--- src/rtl/mgc_pkg.sv ---
package mgc_pkg;
  localparam int FRAME_BYTES  = 60;
  localparam int SEQ_W        = 31;
  localparam int ADDR_W       = 18;
  localparam int HDR_BYTES    = 14;
  localparam int MAX_LEN      = 4;
  localparam int RESP_LEN_MAX = 10;

  typedef enum logic [1:0] {ST_IDLE, ST_SEND, ST_WAIT} txn_st_t;

  typedef struct packed {
    logic              rd;
    logic [ADDR_W-1:0] addr;
    logic [2:0]        len;
    logic [31:0]       wdata;
    logic [SEQ_W-1:0]  seq;
  } req_t;

  typedef struct packed {
    logic [3:0]       len;
    logic [SEQ_W-1:0] seq;
    logic [31:0]      data;
  } resp_t;
endpackage

--- src/rtl/mgc_frame_tx.sv ---
module mgc_frame_tx
  import mgc_pkg::*;
#(
  parameter logic [3:0] PORT_SEL = 4'd0
) (
  input  logic       clk,
  input  logic       rst,
  input  logic       start,
  input  req_t       req,
  output logic       tx_valid,
  output logic [7:0] tx_data,
  output logic       tx_last,
  input  logic       tx_ready,
  output logic       sent
);
  localparam int IDX_W = $clog2(FRAME_BYTES);
  localparam logic [IDX_W-1:0] LAST_IDX = IDX_W'(FRAME_BYTES - 1);

  logic [IDX_W-1:0] idx;
  logic [IDX_W-1:0] idx_nxt;

  function automatic logic [7:0] byte_at(input logic [IDX_W-1:0] i, input req_t r);
    logic [7:0] b;
    b = 8'h00;
    case (i)
      IDX_W'(0):  b = {1'b0, 1'b1, 2'b01, PORT_SEL};
      IDX_W'(1):  b = 8'h05;
      IDX_W'(2):  b = r.addr[7:0];
      IDX_W'(3):  b = r.addr[15:8];
      IDX_W'(4):  b = {1'b0, r.len, 2'b00, r.addr[17:16]};
      IDX_W'(5):  b = {3'b101, r.rd, 4'h0};
      IDX_W'(6):  b = {r.seq[6:0], 1'b0};
      IDX_W'(7):  b = r.seq[14:7];
      IDX_W'(8):  b = r.seq[22:15];
      IDX_W'(9):  b = r.seq[30:23];
      IDX_W'(10): b = (!r.rd && r.len > 3'd0) ? r.wdata[7:0]   : 8'h00;
      IDX_W'(11): b = (!r.rd && r.len > 3'd1) ? r.wdata[15:8]  : 8'h00;
      IDX_W'(12): b = (!r.rd && r.len > 3'd2) ? r.wdata[23:16] : 8'h00;
      IDX_W'(13): b = (!r.rd && r.len > 3'd3) ? r.wdata[31:24] : 8'h00;
      default:    b = 8'h00;
    endcase
    return b;
  endfunction

  assign idx_nxt = idx + IDX_W'(1);

  always_ff @(posedge clk) begin
    sent <= 1'b0;
    if (rst) begin
      tx_valid <= 1'b0;
      tx_data  <= 8'h00;
      tx_last  <= 1'b0;
      idx      <= '0;
    end else if (start) begin
      tx_valid <= 1'b1;
      tx_data  <= byte_at('0, req);
      tx_last  <= 1'b0;
      idx      <= '0;
    end else if (tx_valid && tx_ready) begin
      if (idx == LAST_IDX) begin
        tx_valid <= 1'b0;
        tx_data  <= 8'h00;
        tx_last  <= 1'b0;
        sent     <= 1'b1;
      end else begin
        idx     <= idx_nxt;
        tx_data <= byte_at(idx_nxt, req);
        tx_last <= (idx_nxt == LAST_IDX);
      end
    end
  end

  AST_TX_HOLD: assert property (@(posedge clk) disable iff (rst) (tx_valid && !tx_ready) |=> (tx_valid && $stable(tx_data) && $stable(tx_last)));
  AST_SENT_AFTER_LAST: assert property (@(posedge clk) disable iff (rst) sent |-> $past(tx_valid && tx_ready && tx_last));
endmodule

--- src/rtl/mgc_resp_rx.sv ---
module mgc_resp_rx
  import mgc_pkg::*;
(
  input  logic       clk,
  input  logic       rst,
  input  logic       rx_valid,
  input  logic [7:0] rx_data,
  input  logic       rx_last,
  output logic       resp_valid,
  output resp_t      resp
);
  localparam int CNT_W = $clog2(HDR_BYTES + 1);
  localparam logic [CNT_W-1:0] CNT_SAT = CNT_W'(HDR_BYTES);

  logic [CNT_W-1:0] cnt;
  logic             fire_q;
  logic [3:0]       len_q;
  logic [6:0]       s0_q;
  logic [7:0]       s1_q, s2_q, s3_q;
  logic [7:0]       d0_q, d1_q, d2_q, d3_q;

  always_ff @(posedge clk) begin
    if (rst) begin
      cnt    <= '0;
      fire_q <= 1'b0;
      len_q  <= '0;
      s0_q   <= '0;
      s1_q   <= '0;
      s2_q   <= '0;
      s3_q   <= '0;
      d0_q   <= '0;
      d1_q   <= '0;
      d2_q   <= '0;
      d3_q   <= '0;
    end else begin
      fire_q <= rx_valid && rx_last;
      if (fire_q) begin
        len_q <= '0;
        s0_q  <= '0;
        s1_q  <= '0;
        s2_q  <= '0;
        s3_q  <= '0;
        d0_q  <= '0;
        d1_q  <= '0;
        d2_q  <= '0;
        d3_q  <= '0;
      end
      if (rx_valid) begin
        case (cnt)
          CNT_W'(4):  len_q <= rx_data[7:4];
          CNT_W'(6):  s0_q  <= rx_data[7:1];
          CNT_W'(7):  s1_q  <= rx_data;
          CNT_W'(8):  s2_q  <= rx_data;
          CNT_W'(9):  s3_q  <= rx_data;
          CNT_W'(10): d0_q  <= rx_data;
          CNT_W'(11): d1_q  <= rx_data;
          CNT_W'(12): d2_q  <= rx_data;
          CNT_W'(13): d3_q  <= rx_data;
          default: ;
        endcase
        if (rx_last)             cnt <= '0;
        else if (cnt != CNT_SAT) cnt <= cnt + CNT_W'(1);
      end
    end
  end

  always_comb begin
    resp_valid = fire_q;
    resp.len   = len_q;
    resp.seq   = {s3_q, s2_q, s1_q, s0_q};
    resp.data  = {(len_q > 4'd3) ? d3_q : 8'h00,
                  (len_q > 4'd2) ? d2_q : 8'h00,
                  (len_q > 4'd1) ? d1_q : 8'h00,
                  (len_q > 4'd0) ? d0_q : 8'h00};
  end

  AST_RESP_AFTER_LAST: assert property (@(posedge clk) disable iff (rst) resp_valid |-> $past(rx_valid && rx_last));
endmodule

--- src/rtl/mgc_txn_ctrl.sv ---
module mgc_txn_ctrl
  import mgc_pkg::*;
#(
  parameter int TIMEOUT_CYC = 1000,
  parameter int MAX_TRIES   = 3
) (
  input  logic              clk,
  input  logic              rst,
  input  logic              cmd_valid,
  output logic              cmd_ready,
  input  logic              cmd_read,
  input  logic [ADDR_W-1:0] cmd_addr,
  input  logic [3:0]        cmd_len,
  input  logic [31:0]       cmd_wdata,
  output logic              start,
  output req_t              req,
  input  logic              sent,
  input  logic              resp_valid,
  input  resp_t             resp,
  output logic              done,
  output logic              error,
  output logic [31:0]       rdata
);
  localparam int TMR_W = (TIMEOUT_CYC > 1) ? $clog2(TIMEOUT_CYC) : 1;
  localparam int TRY_W = $clog2(MAX_TRIES + 1);
  localparam logic [TMR_W-1:0] TMR_LAST  = TMR_W'(TIMEOUT_CYC - 1);
  localparam logic [TRY_W-1:0] TRY_LAST  = TRY_W'(MAX_TRIES);
  localparam logic [ADDR_W-1:0] ADDR_MSK = ~ADDR_W'(3);

  txn_st_t          st;
  logic [TMR_W-1:0] tmr;
  logic [TRY_W-1:0] tries;
  logic [2:0]       len_c;
  logic             is_reset_wr;
  logic             resp_keep;
  logic             read_match;

  always_comb begin
    cmd_ready   = (st == ST_IDLE);
    len_c       = (cmd_len > 4'(MAX_LEN)) ? 3'(MAX_LEN) : cmd_len[2:0];
    is_reset_wr = !req.rd && (req.addr == '0) && req.wdata[31];
    resp_keep   = resp_valid && (resp.len <= 4'(RESP_LEN_MAX)) && (resp.seq >= req.seq);
    read_match  = (resp.seq == req.seq) && (resp.len == {1'b0, req.len});
  end

  always_ff @(posedge clk) begin
    start <= 1'b0;
    done  <= 1'b0;
    if (rst) begin
      st    <= ST_IDLE;
      req   <= '0;
      tmr   <= '0;
      tries <= '0;
      error <= 1'b0;
      rdata <= '0;
    end else begin
      case (st)
        ST_IDLE: begin
          if (cmd_valid) begin
            req.rd    <= cmd_read;
            req.addr  <= cmd_addr & ADDR_MSK;
            req.len   <= len_c;
            req.wdata <= cmd_wdata;
            req.seq   <= req.seq + SEQ_W'(1);
            tries     <= TRY_W'(1);
            start     <= 1'b1;
            st        <= ST_SEND;
          end
        end
        ST_SEND: begin
          if (sent) begin
            if (is_reset_wr) begin
              done  <= 1'b1;
              error <= 1'b0;
              rdata <= '0;
              st    <= ST_IDLE;
            end else begin
              tmr <= '0;
              st  <= ST_WAIT;
            end
          end
        end
        ST_WAIT: begin
          if (resp_keep) begin
            done <= 1'b1;
            st   <= ST_IDLE;
            if (!req.rd) begin
              error <= 1'b0;
              rdata <= '0;
            end else if (read_match) begin
              error <= 1'b0;
              rdata <= resp.data;
            end else begin
              error <= 1'b1;
              rdata <= '0;
            end
          end else if (tmr == TMR_LAST) begin
            if (tries == TRY_LAST) begin
              done  <= 1'b1;
              error <= 1'b1;
              rdata <= '0;
              st    <= ST_IDLE;
            end else begin
              tries <= tries + TRY_W'(1);
              start <= 1'b1;
              st    <= ST_SEND;
            end
          end else begin
            tmr <= tmr + TMR_W'(1);
          end
        end
        default: st <= ST_IDLE;
      endcase
    end
  end

  AST_SEQ_STEP: assert property (@(posedge clk) disable iff (rst) (start && $past(cmd_valid && cmd_ready)) |-> (req.seq == $past(req.seq) + SEQ_W'(1)));
  AST_RETRY_SAME: assert property (@(posedge clk) disable iff (rst) (start && !$past(cmd_valid && cmd_ready)) |-> $stable(req));
  AST_TRY_BOUND: assert property (@(posedge clk) disable iff (rst) tries <= TRY_LAST);
  AST_DONE_IDLE: assert property (@(posedge clk) disable iff (rst) done |-> cmd_ready);
endmodule

--- src/rtl/mgmt_hdr_codec.sv ---
module mgmt_hdr_codec
  import mgc_pkg::*;
#(
  parameter int         TIMEOUT_CYC = 1000,
  parameter int         MAX_TRIES   = 3,
  parameter logic [3:0] PORT_SEL    = 4'd0
) (
  input  logic        clk,
  input  logic        rst,
  input  logic        cmd_valid,
  output logic        cmd_ready,
  input  logic        cmd_read,
  input  logic [17:0] cmd_addr,
  input  logic [3:0]  cmd_len,
  input  logic [31:0] cmd_wdata,
  output logic        tx_valid,
  input  logic        tx_ready,
  output logic [7:0]  tx_data,
  output logic        tx_last,
  input  logic        rx_valid,
  input  logic [7:0]  rx_data,
  input  logic        rx_last,
  output logic        done,
  output logic        error,
  output logic [31:0] rdata
);
  logic  start;
  logic  sent;
  req_t  req;
  logic  resp_valid;
  resp_t resp;

  mgc_txn_ctrl #(
    .TIMEOUT_CYC(TIMEOUT_CYC),
    .MAX_TRIES  (MAX_TRIES)
  ) ctrl_i (
    .clk       (clk),
    .rst       (rst),
    .cmd_valid (cmd_valid),
    .cmd_ready (cmd_ready),
    .cmd_read  (cmd_read),
    .cmd_addr  (cmd_addr),
    .cmd_len   (cmd_len),
    .cmd_wdata (cmd_wdata),
    .start     (start),
    .req       (req),
    .sent      (sent),
    .resp_valid(resp_valid),
    .resp      (resp),
    .done      (done),
    .error     (error),
    .rdata     (rdata)
  );

  mgc_frame_tx #(
    .PORT_SEL(PORT_SEL)
  ) tx_i (
    .clk     (clk),
    .rst     (rst),
    .start   (start),
    .req     (req),
    .tx_valid(tx_valid),
    .tx_data (tx_data),
    .tx_last (tx_last),
    .tx_ready(tx_ready),
    .sent    (sent)
  );

  mgc_resp_rx rx_i (
    .clk       (clk),
    .rst       (rst),
    .rx_valid  (rx_valid),
    .rx_data   (rx_data),
    .rx_last   (rx_last),
    .resp_valid(resp_valid),
    .resp      (resp)
  );
endmodule

--- config.mk ---
export PLATFORM = sky130hd
export DESIGN_NAME = mgmt_hdr_codec
export DESIGN_NICKNAME = d
export VERILOG_FILES = /design/src/rtl/mgc_pkg.sv /design/src/rtl/mgc_frame_tx.sv /design/src/rtl/mgc_resp_rx.sv /design/src/rtl/mgc_txn_ctrl.sv /design/src/rtl/mgmt_hdr_codec.sv
export SDC_FILE = /design/constraint.sdc
export NUM_CORES = 1
export LEC_CHECK = 0
export ABC_AREA = 1
export BUFFER_PORTS_ARGS = -buffer_cell sky130_fd_sc_hd__buf_4
export CAP_MARGIN = 20
export CORE_ASPECT_RATIO = 1.2
export CORE_MARGIN = 5
export CORE_UTILIZATION = 50
export CTS_CLUSTER_DIAMETER = 50
export DETAILED_ROUTE_END_ITERATION = 7
export MAX_ROUTING_LAYER = met4
export PLACE_DENSITY = 0.76
export SYNTH_ARGS = -nofsm -noshare
export SYNTH_HDL_FRONTEND = slang
export SYNTH_SLANG_ARGS = --single-unit
--- constraint.sdc ---
create_clock -name clk -period 6.38 [get_ports clk]
set_clock_uncertainty 0.05 [all_clocks]
set_input_delay 1.914 -clock clk [delete_from_list [all_inputs] [get_ports clk]]
set_output_delay 1.914 -clock clk [all_outputs]
set_load 0.01 [all_outputs]
; Yosys cells after proc, flatten, opt, wreduce, memory -nomap -nowiden
; Index checks and enable logic that the tools add are counted.
[op_classes]
n_mux = 90
reduce_logical = 30
n_bitwise = 2
addsub = 5
eq_ne = 41
n_lt_le_gt_ge = 11
[ops]
columns = operator, n
row1 = $mux W8, 30
row2 = $mux W32, 7
row3 = $pmux W8 S14, 1
row4 = $pmux W32 S2, 1
row5 = $mux W10, 4
row6 = $eq A6 B4 Y1 const B, 6
row7 = $mux W7, 5
row8 = $add A31 B1 Y31 const B, 1
row9 = $eq A31 B31 Y1, 1
row10 = $ge A31 B31 Y1, 1
row11 = $eq A4 B4 Y1 const B, 6
row12 = $eq A6 B3 Y1 const B, 4
row13 = $mux W1, 22
row14 = $mux W4, 5
row15 = $pmux W10 S2, 1
row16 = $logic_not A18 Y1, 1
row17 = $mux W2, 8
row18 = $reduce_and A5 Y1, 3
row19 = $eq A4 B3 Y1 const B, 3
row20 = $eq A6 B2 Y1 const B, 2
row21 = $eq A6 B6 Y1 const B, 2
row22 = $logic_and A1 B1 Y1, 11
row23 = $add A10 B1 Y10 const B, 1
row24 = $eq A10 B10 Y1 const B, 1
row25 = other kinds (30), 52
[totals]
reg_bits = 221

; Logic depth before layout (Yosys ltp)
; Gate-level depths: netlist of run 1.
[logic_depth]
word_depth = 7
mapped_depth = 18
ltp_nobuf = 17

; By module
; From an unflattened synthesis of run 1, not the netlist that was laid out.
[hier_totals]
cells_unflattened = 1828
hier_area_um2 = 11901.4
[modules_own_cells]
columns = mod, area_each_um2, seq_area_each_um2, instances, cells_per_inst
row1 = mgc_txn_ctrl, 7051.8, 2642.5, 1, 1078
row2 = mgc_resp_rx, 3040.4, 1441.4, 1, 429
row3 = mgc_frame_tx, 1809.2, 340.3, 1, 321

; Least setup slack after synthesis of run 1
; OpenSTA, ideal clock, no wires.
[synth_timing]
kind = input -> register
start = in cmd_valid
end = reg ctrl_i.req[27] (netlist name)
setup_slack_ns = 2.983
path_stages = 13
setup_ns = 0.128
t_arrival_ns = 3.220
path_cell_list = nand2_1 > inv_2 > nand2_1 > nor2_1 > nand4_1 > inv_1 > nand2_1 > nor2_1 > inv_1 > nor3_2 > nand2_1 > xor2_1 > nor2_1
[synth_via]
elab_chain_len = 1
[synth_rtl]
columns = item, line
row1 = from (decl), mgmt_hdr_codec.sv:10  ; input logic cmd_valid,
row2 = $reduce_and A2 Y1 (no source line), --
; Every way passes these cells.
; A chain may end at the register's enable or synchronous reset.

; Worst setup path after layout of run 1
[layout_timing]
start = in cmd_valid
end = reg ctrl_i.req[29] (netlist name)
[layout_via]
elab_chain_len = 1
[layout_rtl]
columns = item
row1 = $reduce_and A2 Y1 (no source line)
; Every way passes these cells.

==> flow_metrics.py, run 1 <==
metrics = {
    "setup_path": {
        "worstPathArrival_ns": 4.17,
        "r2r-start": "ctrl_i.req[14]$_SDFFE_PP0P_",
        "cp_cell_sequence": "buf_4 -> nand2_2 -> inv_2 -> nand2_1 -> nor2_1 -> nand4_1 -> inv_1 -> nand2_1 -> nor2_1 -> nand2_1 -> inv_1 -> nand3_1 -> xor2_1 -> nor2_1",
        "crit_type": "in -> reg",
        "r2r_cells": 16,
        "critPathLaunchType": "input port",
        "critPathSlowestCell": "inv_2",
        "endpoint_kind": "flip-flop",
        "critical-path-max-stage-delay_ns": 0.58,
        "r2r_end": "ctrl_i.rdata[29]$_SDFFE_PP0P_",
        "cp_max_fo": 46,
        "reg2reg_slack_ns": 2.78,
        "required_ns": 6.71,
    },
    "power": {
        "peakVddDrop_v": 0.000270,
        "pwr-share-clk_pct": 35.6,
        "p_sw_share_pct": 32.4,
        "power_leakage_nw": 5.44,
        "p_comb_share_pct": 25.3,
        "power.internal_mw": 2.99,
        "p_per_area_nw_per_um2": 341,
        "switching_power_mw": 1.43,
        "p_seq_share_pct": 39.1,
    },
    "synthesis": {
        "ys_warn_count": 0,
        "synth_area_leader_cell": "dfxtp_1",
        "syn-num-nets": 1757,
        "synth_top_area_share_pct": 40.0,
        "synth_area_leaders": "dfxtp_1 (40%), nor2_1 (12%), nand2_1 (12%)",
        "syn_inst": 1641,
        "avgSynthCellArea_um2": 6.74,
        "synth_seq_area_share_pct": 40.0,
        "ys_seq_elements": 221,
        "synth_cell_types": 36,
        "syn_area_um2": 11100,
    },
    "floorplanning": {
        "io_pins": 114,
        "die-area_um2": 25200,
        "die_h_um": 173,
        "initial_core_util_pct": 50.8,
        "die_x_um": 146,
        "core_um2": 21800,
        "rows": 59,
    },
    "final_layout": {
        "fin_nets": 1847,
        "layout_common_cells": "nor2_1 (349), nand2_1 (344), dfxtp_1 (221)",
        "area_delta_synth_final_pct": 17.1,
        "fillerInstances": 2038,
        "antenna_cells": 0,
        "layout_commonest_cell": "nor2_1",
        "drive_gt1_share_pct": 10.6,
    },
    "routing": {
        "ant_nets": 0,
        "wl_per_cell_um": 14.6,
        "drc_errors": 0,
        "dr.pass1.iters": 5,
        "via_per_inst": 5.31,
        "routed_wl_um": 29500,
        "vias": 10700,
        "drt_iter0_markers": 620,
    },
    "outcome": {
        "status": "finished clean",
    },
    "placement": {
        "hpwl_um": 21500,
        "dp_slack_ns": 2.00,
        "portBuffers": 111,
        "place_congestion": 0.927,
    },
    "sta": {
        "timing.final.ws_setup_ns": 2.54,
        "fmax_mhz": 260,
        "maxSlewHeadroom_pct": 43.6,
        "finalHoldViolCount": 0,
        "worst_slew_pin_slew_ns": 0.839,
        "rsz0062_at_grt": "no",
        "drv_slew": 0,
        "period_minus_slack_ns": 3.84,
        "tns_ns": 0,
        "setup_viol": 0,
        "period_share_pct": 60.2,
    },
    "clock_network": {
        "ctsHoldBuffers": 0,
        "cts_resized": 0,
        "clkSinkCount": 221,
        "clkTransAtPathRegs_ns": 0.06,
        "clock_latency_ns": 0.52,
        "ctsLongestPathBuffers": 3,
        "cts_root_buffer": "clkbuf_16",
        "cts_tree": "done",
        "cts_max_level": 1,
        "numCtsBuffers": 27,
        "post_cts_buffers": 0,
    },
    "worst_hold_path": {
        "min_from": "ctrl_i.req[35]$_SDFFE_PP0P_",
        "whs_endpoint": "ctrl_i.req[35]$_SDFFE_PP0P_",
        "hold_path.class": "reg -> reg",
        "hold_depth": 2,
    },
    "global_routing": {
        "grt_util_all_layers_pct": 23.4,
        "grt_pass1_wl_um": 49000,
        "grt.overflow.total": 0,
        "grt_pass1_vias": 10100,
        "grt_max_degree": 96,
        "antenna_found_initial": 0,
    },
    "run": {
        "drv_cap": 0,
    },
}
power groups by stage:
stage	combinational [mW]	sequential, mW	clock [mW]
3_3_place_gp	1.10	1.75	0
4_1_cts	1.13	1.73	1.60
3_5_place_dp	1.13	1.76	0
2_1_floorplan	0.734	1.76	0
5_1_grt	1.28	1.75	1.66
6_report	1.12	1.73	1.58
worst max-delay path, delay by kind of cell:
| family | cells | cell delay [ns] |
|---|---|---|
| buffers and inverters | 4 | 0.90 |
| AND/OR/NAND/NOR | 9 | 1.19 |
| XOR/XNOR | 1 | 0.14 |
routing by layer:
| metal | track usage, % | vias to the layer above | share of wire (%) |
|---|---|---|---|
| met1 | 28.5 | 4856 | 42 |
| met3 | 3.87 | 60 | 5.8 |
| met5 | - | - | 0 |
| met4 | 6.41 | 0 | 2.3 |
| li1 | - | 5513 | - |
| met2 | 40.1 | 315 | 50 |
through the flow:
stage	std cells	hold WS, ns	area, um^2	power, mW	util, %
after floorplan	1641	0.380	11100	2.50	-
after global placement	1976	0.400	12000	2.86	55.2
after detailed placement	1976	0.410	12000	2.88	55.2
after CTS	2025	0.418	13000	4.46	59.5
after global routing	2025	0.426	13000	4.69	59.5
final	2025	0.416	13000	4.42	59.5
synthesized netlist by cell type:
master / count
a211oi_1: 4
a21boi_2: 1
a21oi_1: 144
a22oi_1: 2
a31oi_1: 2
and3_1: 2
buf_1: 5
buf_4: 6
buf_6: 3
clkbuf_1: 41
clkinv_1: 1
dfxtp_1: 221
ha_1: 47
inv_1: 127
inv_2: 2
nand2_1: 345
nand2_2: 2
nand3_1: 96
nand3_2: 1
nand3_4: 1
nand3b_1: 7
nand4_1: 14
nor2_1: 349
nor2_2: 8
nor2_4: 5
nor3_1: 27
nor3_2: 1
nor3b_1: 4
nor4_1: 9
o21a_1: 1
o21ai_0: 139
o22ai_1: 1
or2_1: 1
or2_2: 1
xnor2_1: 2
xor2_1: 19
layout make-up:
cell class	count	area (um^2)	area share (%)
flip-flops and latches	221	4420	34.1
clock inverters	16	200	1.55
inverters	130	489	3.78
repair buffers	116	871	6.72
multi-input cells	1235	5900	45.5
clock buffers	33	728	5.62
well taps	274	343	2.65
cells by family after synthesis:
kind of cell	share of synthesized area [%]
XOR/XNOR	1.66
buffers and inverters	6.68
flip-flops	40.0
AND/OR/NAND/NOR	32.8
adder cells (fa/ha/maj)	5.32
AO/OA/AOI/OAI	13.5
sequential cells by signal, indices dropped and copies added (netlist names), 4 cells and up:
register and count:
rx_i.d2_q 8, rx_i.s2_q 8, ctrl_i.rdata 32, rx_i.s3_q 8, rx_i.s0_q 7, rx_i.s1_q 8, rx_i.len_q 4, ctrl_i.req 83
rx_i.d0_q 8, tx_i.tx_data 8, tx_i.idx 6, rx_i.cnt 4, rx_i.d1_q 8, rx_i.d3_q 8, ctrl_i.tmr 10
how the worst max path moves through the flow:
stage                         start                     endpoint  slack, ns  cells past startpoint
after floorplan           cmd_valid  ctrl_i.req[27]$_SDFFE_PP0P_       2.98                     13
after global placement    cmd_valid  ctrl_i.req[27]$_SDFFE_PP0P_       2.07                     14
after detailed placement  cmd_valid  ctrl_i.req[27]$_SDFFE_PP0P_       2.00                     14
after CTS                 cmd_valid  ctrl_i.req[29]$_SDFFE_PP0P_       2.56                     14
after global routing      cmd_valid  ctrl_i.req[27]$_SDFFE_PP0P_       2.22                     14
final                     cmd_valid  ctrl_i.req[29]$_SDFFE_PP0P_       2.54                     14
(Power assumes the default switching activity.)
==> inputs of run 2 (changes only) <==
--- a/config.mk
+++ b/config.mk
@@ -14,7 +14,7 @@
 export CTS_CLUSTER_DIAMETER = 50
 export DETAILED_ROUTE_END_ITERATION = 7
 export MAX_ROUTING_LAYER = met4
-export PLACE_DENSITY = 0.76
+export PLACE_DENSITY = 0.79
 export SYNTH_ARGS = -nofsm -noshare
 export SYNTH_HDL_FRONTEND = slang
 export SYNTH_SLANG_ARGS = --single-unit
==> constraint.sdc (replaced) <==
create_clock -name clk -period 3.2 [get_ports clk]
set_clock_uncertainty 0.05 [all_clocks]
set_input_delay 0.96 -clock clk [delete_from_list [all_inputs] [get_ports clk]]
set_output_delay 0.96 -clock clk [all_outputs]
set_load 0.01 [all_outputs]
==> run 2 against run 1 <==
  * Die area is the same
  * Utilization grew 0.52 points
  * Clock power is 88% higher
  * Hold slack lost 0.0039 ns
  * Largest cell class unchanged
==> flow_metrics.py, run 2 (synthesis results as in run 1) <==
metrics = {
    "outcome": {
        "status": "finished clean",
    },
    "setup_path": {
        "crit_buf_inv": 2,
        "r2r-start": "ctrl_i.req[26]$_SDFFE_PP0P_",
        "crit_path_frequent_cell": "nand2_1",
        "cp_cell_sequence": "inv_1 -> ha_1 -> nand2_1 -> nor2_1 -> nand2_1 -> nor2_1 -> nand2_1 -> nand2_1 -> nor2_1 -> nand2_1 -> nand2_2 -> nand2_1 -> nand2_1 -> nor2_4 -> buf_12 -> nand2_1 -> nand2_1 -> nor2_1",
        "critical-path-max-stage-delay_ns": 0.40,
        "crit_type": "reg -> reg",
        "critPathLaunchType": "flip-flop",
        "critPathSlowestCell": "dfxtp_1",
        "startpoint": "ctrl_i.req[26]$_SDFFE_PP0P_",
        "endpoint_kind": "flip-flop",
        "cp_max_fo": 60,
        "required_ns": 3.57,
        "worstPathArrival_ns": 3.14,
        "path_delay_family": "simple AND/OR/NAND/NOR gates",
    },
    "power": {
        "power_leakage_nw": 5.51,
        "power.internal_mw": 5.85,
        "p_comb_share_pct": 26.3,
        "peakVddDrop_v": 0.000567,
        "p_seq_share_pct": 39.6,
        "switching_power_mw": 2.84,
        "p_sw_share_pct": 32.7,
        "pwr-share-clk_pct": 34.1,
        "p_per_area_nw_per_um2": 665,
        "finalPower_mw": 8.70,
    },
    "final_layout": {
        "largest_reg_flops": 83,
        "antenna_cells": 0,
        "drive_gt1_share_pct": 11.3,
        "top_register": "ctrl_i.req",
        "layout_common_cells": "nor2_1 (349), nand2_1 (344), dfxtp_1 (221)",
        "design_area_um2": 13100,
        "area_delta_synth_final_pct": 18.1,
        "fin_nets": 1864,
        "layout_commonest_cell": "nor2_1",
        "top_regs": "ctrl_i.req x83, ctrl_i.rdata x32, ctrl_i.tmr x10",
        "finalNonFillerCells": 2039,
    },
    "routing": {
        "wl_per_cell_um": 14.5,
        "routed_wl_um": 29500,
        "vias": 10900,
        "drc_errors": 0,
        "drt_iter0_markers": 841,
        "ant_nets": 0,
        "via_per_inst": 5.34,
        "dr.pass1.iters": 6,
    },
    "clock_network": {
        "cts_tree": "done",
        "clkTransAtPathRegs_ns": 0.06,
        "cts_resized": 0,
        "ctsLongestPathBuffers": 3,
        "ctsHoldBuffers": 0,
        "cts_max_level": 1,
        "cts_root_buffer": "clkbuf_16",
        "clkSinkCount": 221,
        "numCtsBuffers": 26,
        "post_cts_buffers": 0,
        "clock_latency_ns": 0.52,
    },
    "floorplanning": {
        "die_h_um": 173,
        "rows": 59,
        "die-area_um2": 25200,
        "core_um2": 21800,
        "io_pins": 114,
        "initial_core_util_pct": 50.8,
        "die_x_um": 146,
    },
    "sta": {
        "rsz0062_at_grt": "no",
        "finalHoldViolCount": 0,
        "period_minus_slack_ns": 2.77,
        "worst_slew_pin_slew_ns": 0.673,
        "tns_ns": 0,
        "drv_slew": 0,
        "fmax_mhz": 361,
        "holdWs_ns": 0.412,
        "maxSlewHeadroom_pct": 55.1,
        "setup_viol": 0,
        "period_share_pct": 86.6,
    },
    "global_routing": {
        "grt.overflow.total": 0,
        "grt_util_all_layers_pct": 22.8,
        "antenna_found_initial": 0,
        "grt_pass1_vias": 10100,
        "grt_pass1_wl_um": 47800,
        "grt_max_degree": 95,
    },
    "worst_hold_path": {
        "hold_path.class": "reg -> reg",
        "min_from": "ctrl_i.req[36]$_SDFFE_PP0P_",
    },
    "placement": {
        "portBuffers": 111,
        "dp_cells": 1994,
        "place_congestion": 0.963,
        "post_dp_cell_area_um2": 12200,
        "hpwl_um": 21300,
    },
    "run": {
        "drv_cap": 0,
    },
}
[run 2: power groups by stage]
stage	Combinational (mW)	Sequential, mW	Clock [mW]
finish	2.29	3.44	2.97
global route	2.60	3.49	3.14
floorplan	1.46	3.52	0
global placement	2.23	3.48	0
detailed placement	2.29	3.50	0
CTS	2.30	3.44	3.01
[run 2: layout make-up]
cell class | instances | area (um^2)
Fill cell | 2009 | 8710
Multi-Input combinational cell | 1235 | 5900
Sequential cell | 221 | 4420
Timing Repair Buffer | 134 | 1040
Clock buffer | 35 | 746
Inverter | 130 | 489
Tap cell | 274 | 343
Clock inverter | 10 | 123
[run 2: metal layers]
| metal | up-vias | global-route usage (%) | part of all wire (%) |
|---|---|---|---|
| met1 | 4938 | 27.2 | 42 |
| met3 | 72 | 3.06 | 5.5 |
| met5 | - | - | 0 |
| li1 | 5530 | - | - |
| met2 | 345 | 39.8 | 50 |
| met4 | 0 | 7.21 | 2.9 |
[run 2: final timing paths]
check	endpoint	slack, ns	cells past startpoint
setup / recovery	ctrl_i.error$_SDFFE_PP0P_	0.43	18
setup reg to reg	ctrl_i.error$_SDFFE_PP0P_	0.43	18
hold / removal	ctrl_i.req[36]$_SDFFE_PP0P_	0.41	2
hold reg to reg	ctrl_i.req[36]$_SDFFE_PP0P_	0.41	2
[run 2: tightest hold or removal path, stage by stage, from the launching register on]
cell,delay (ns)
dfxtp_1,0.29
inv_1,0.06
a21oi_1,0.06
[run 2: per-stage QoR]
step	setup slack, ns	utilization (%)
finish	0.430	60.0
global route	0.183	60.0
CTS	0.417	60.0
detailed placement	0.440	56.0
global placement	0.435	56.0
floorplan	0.757	-
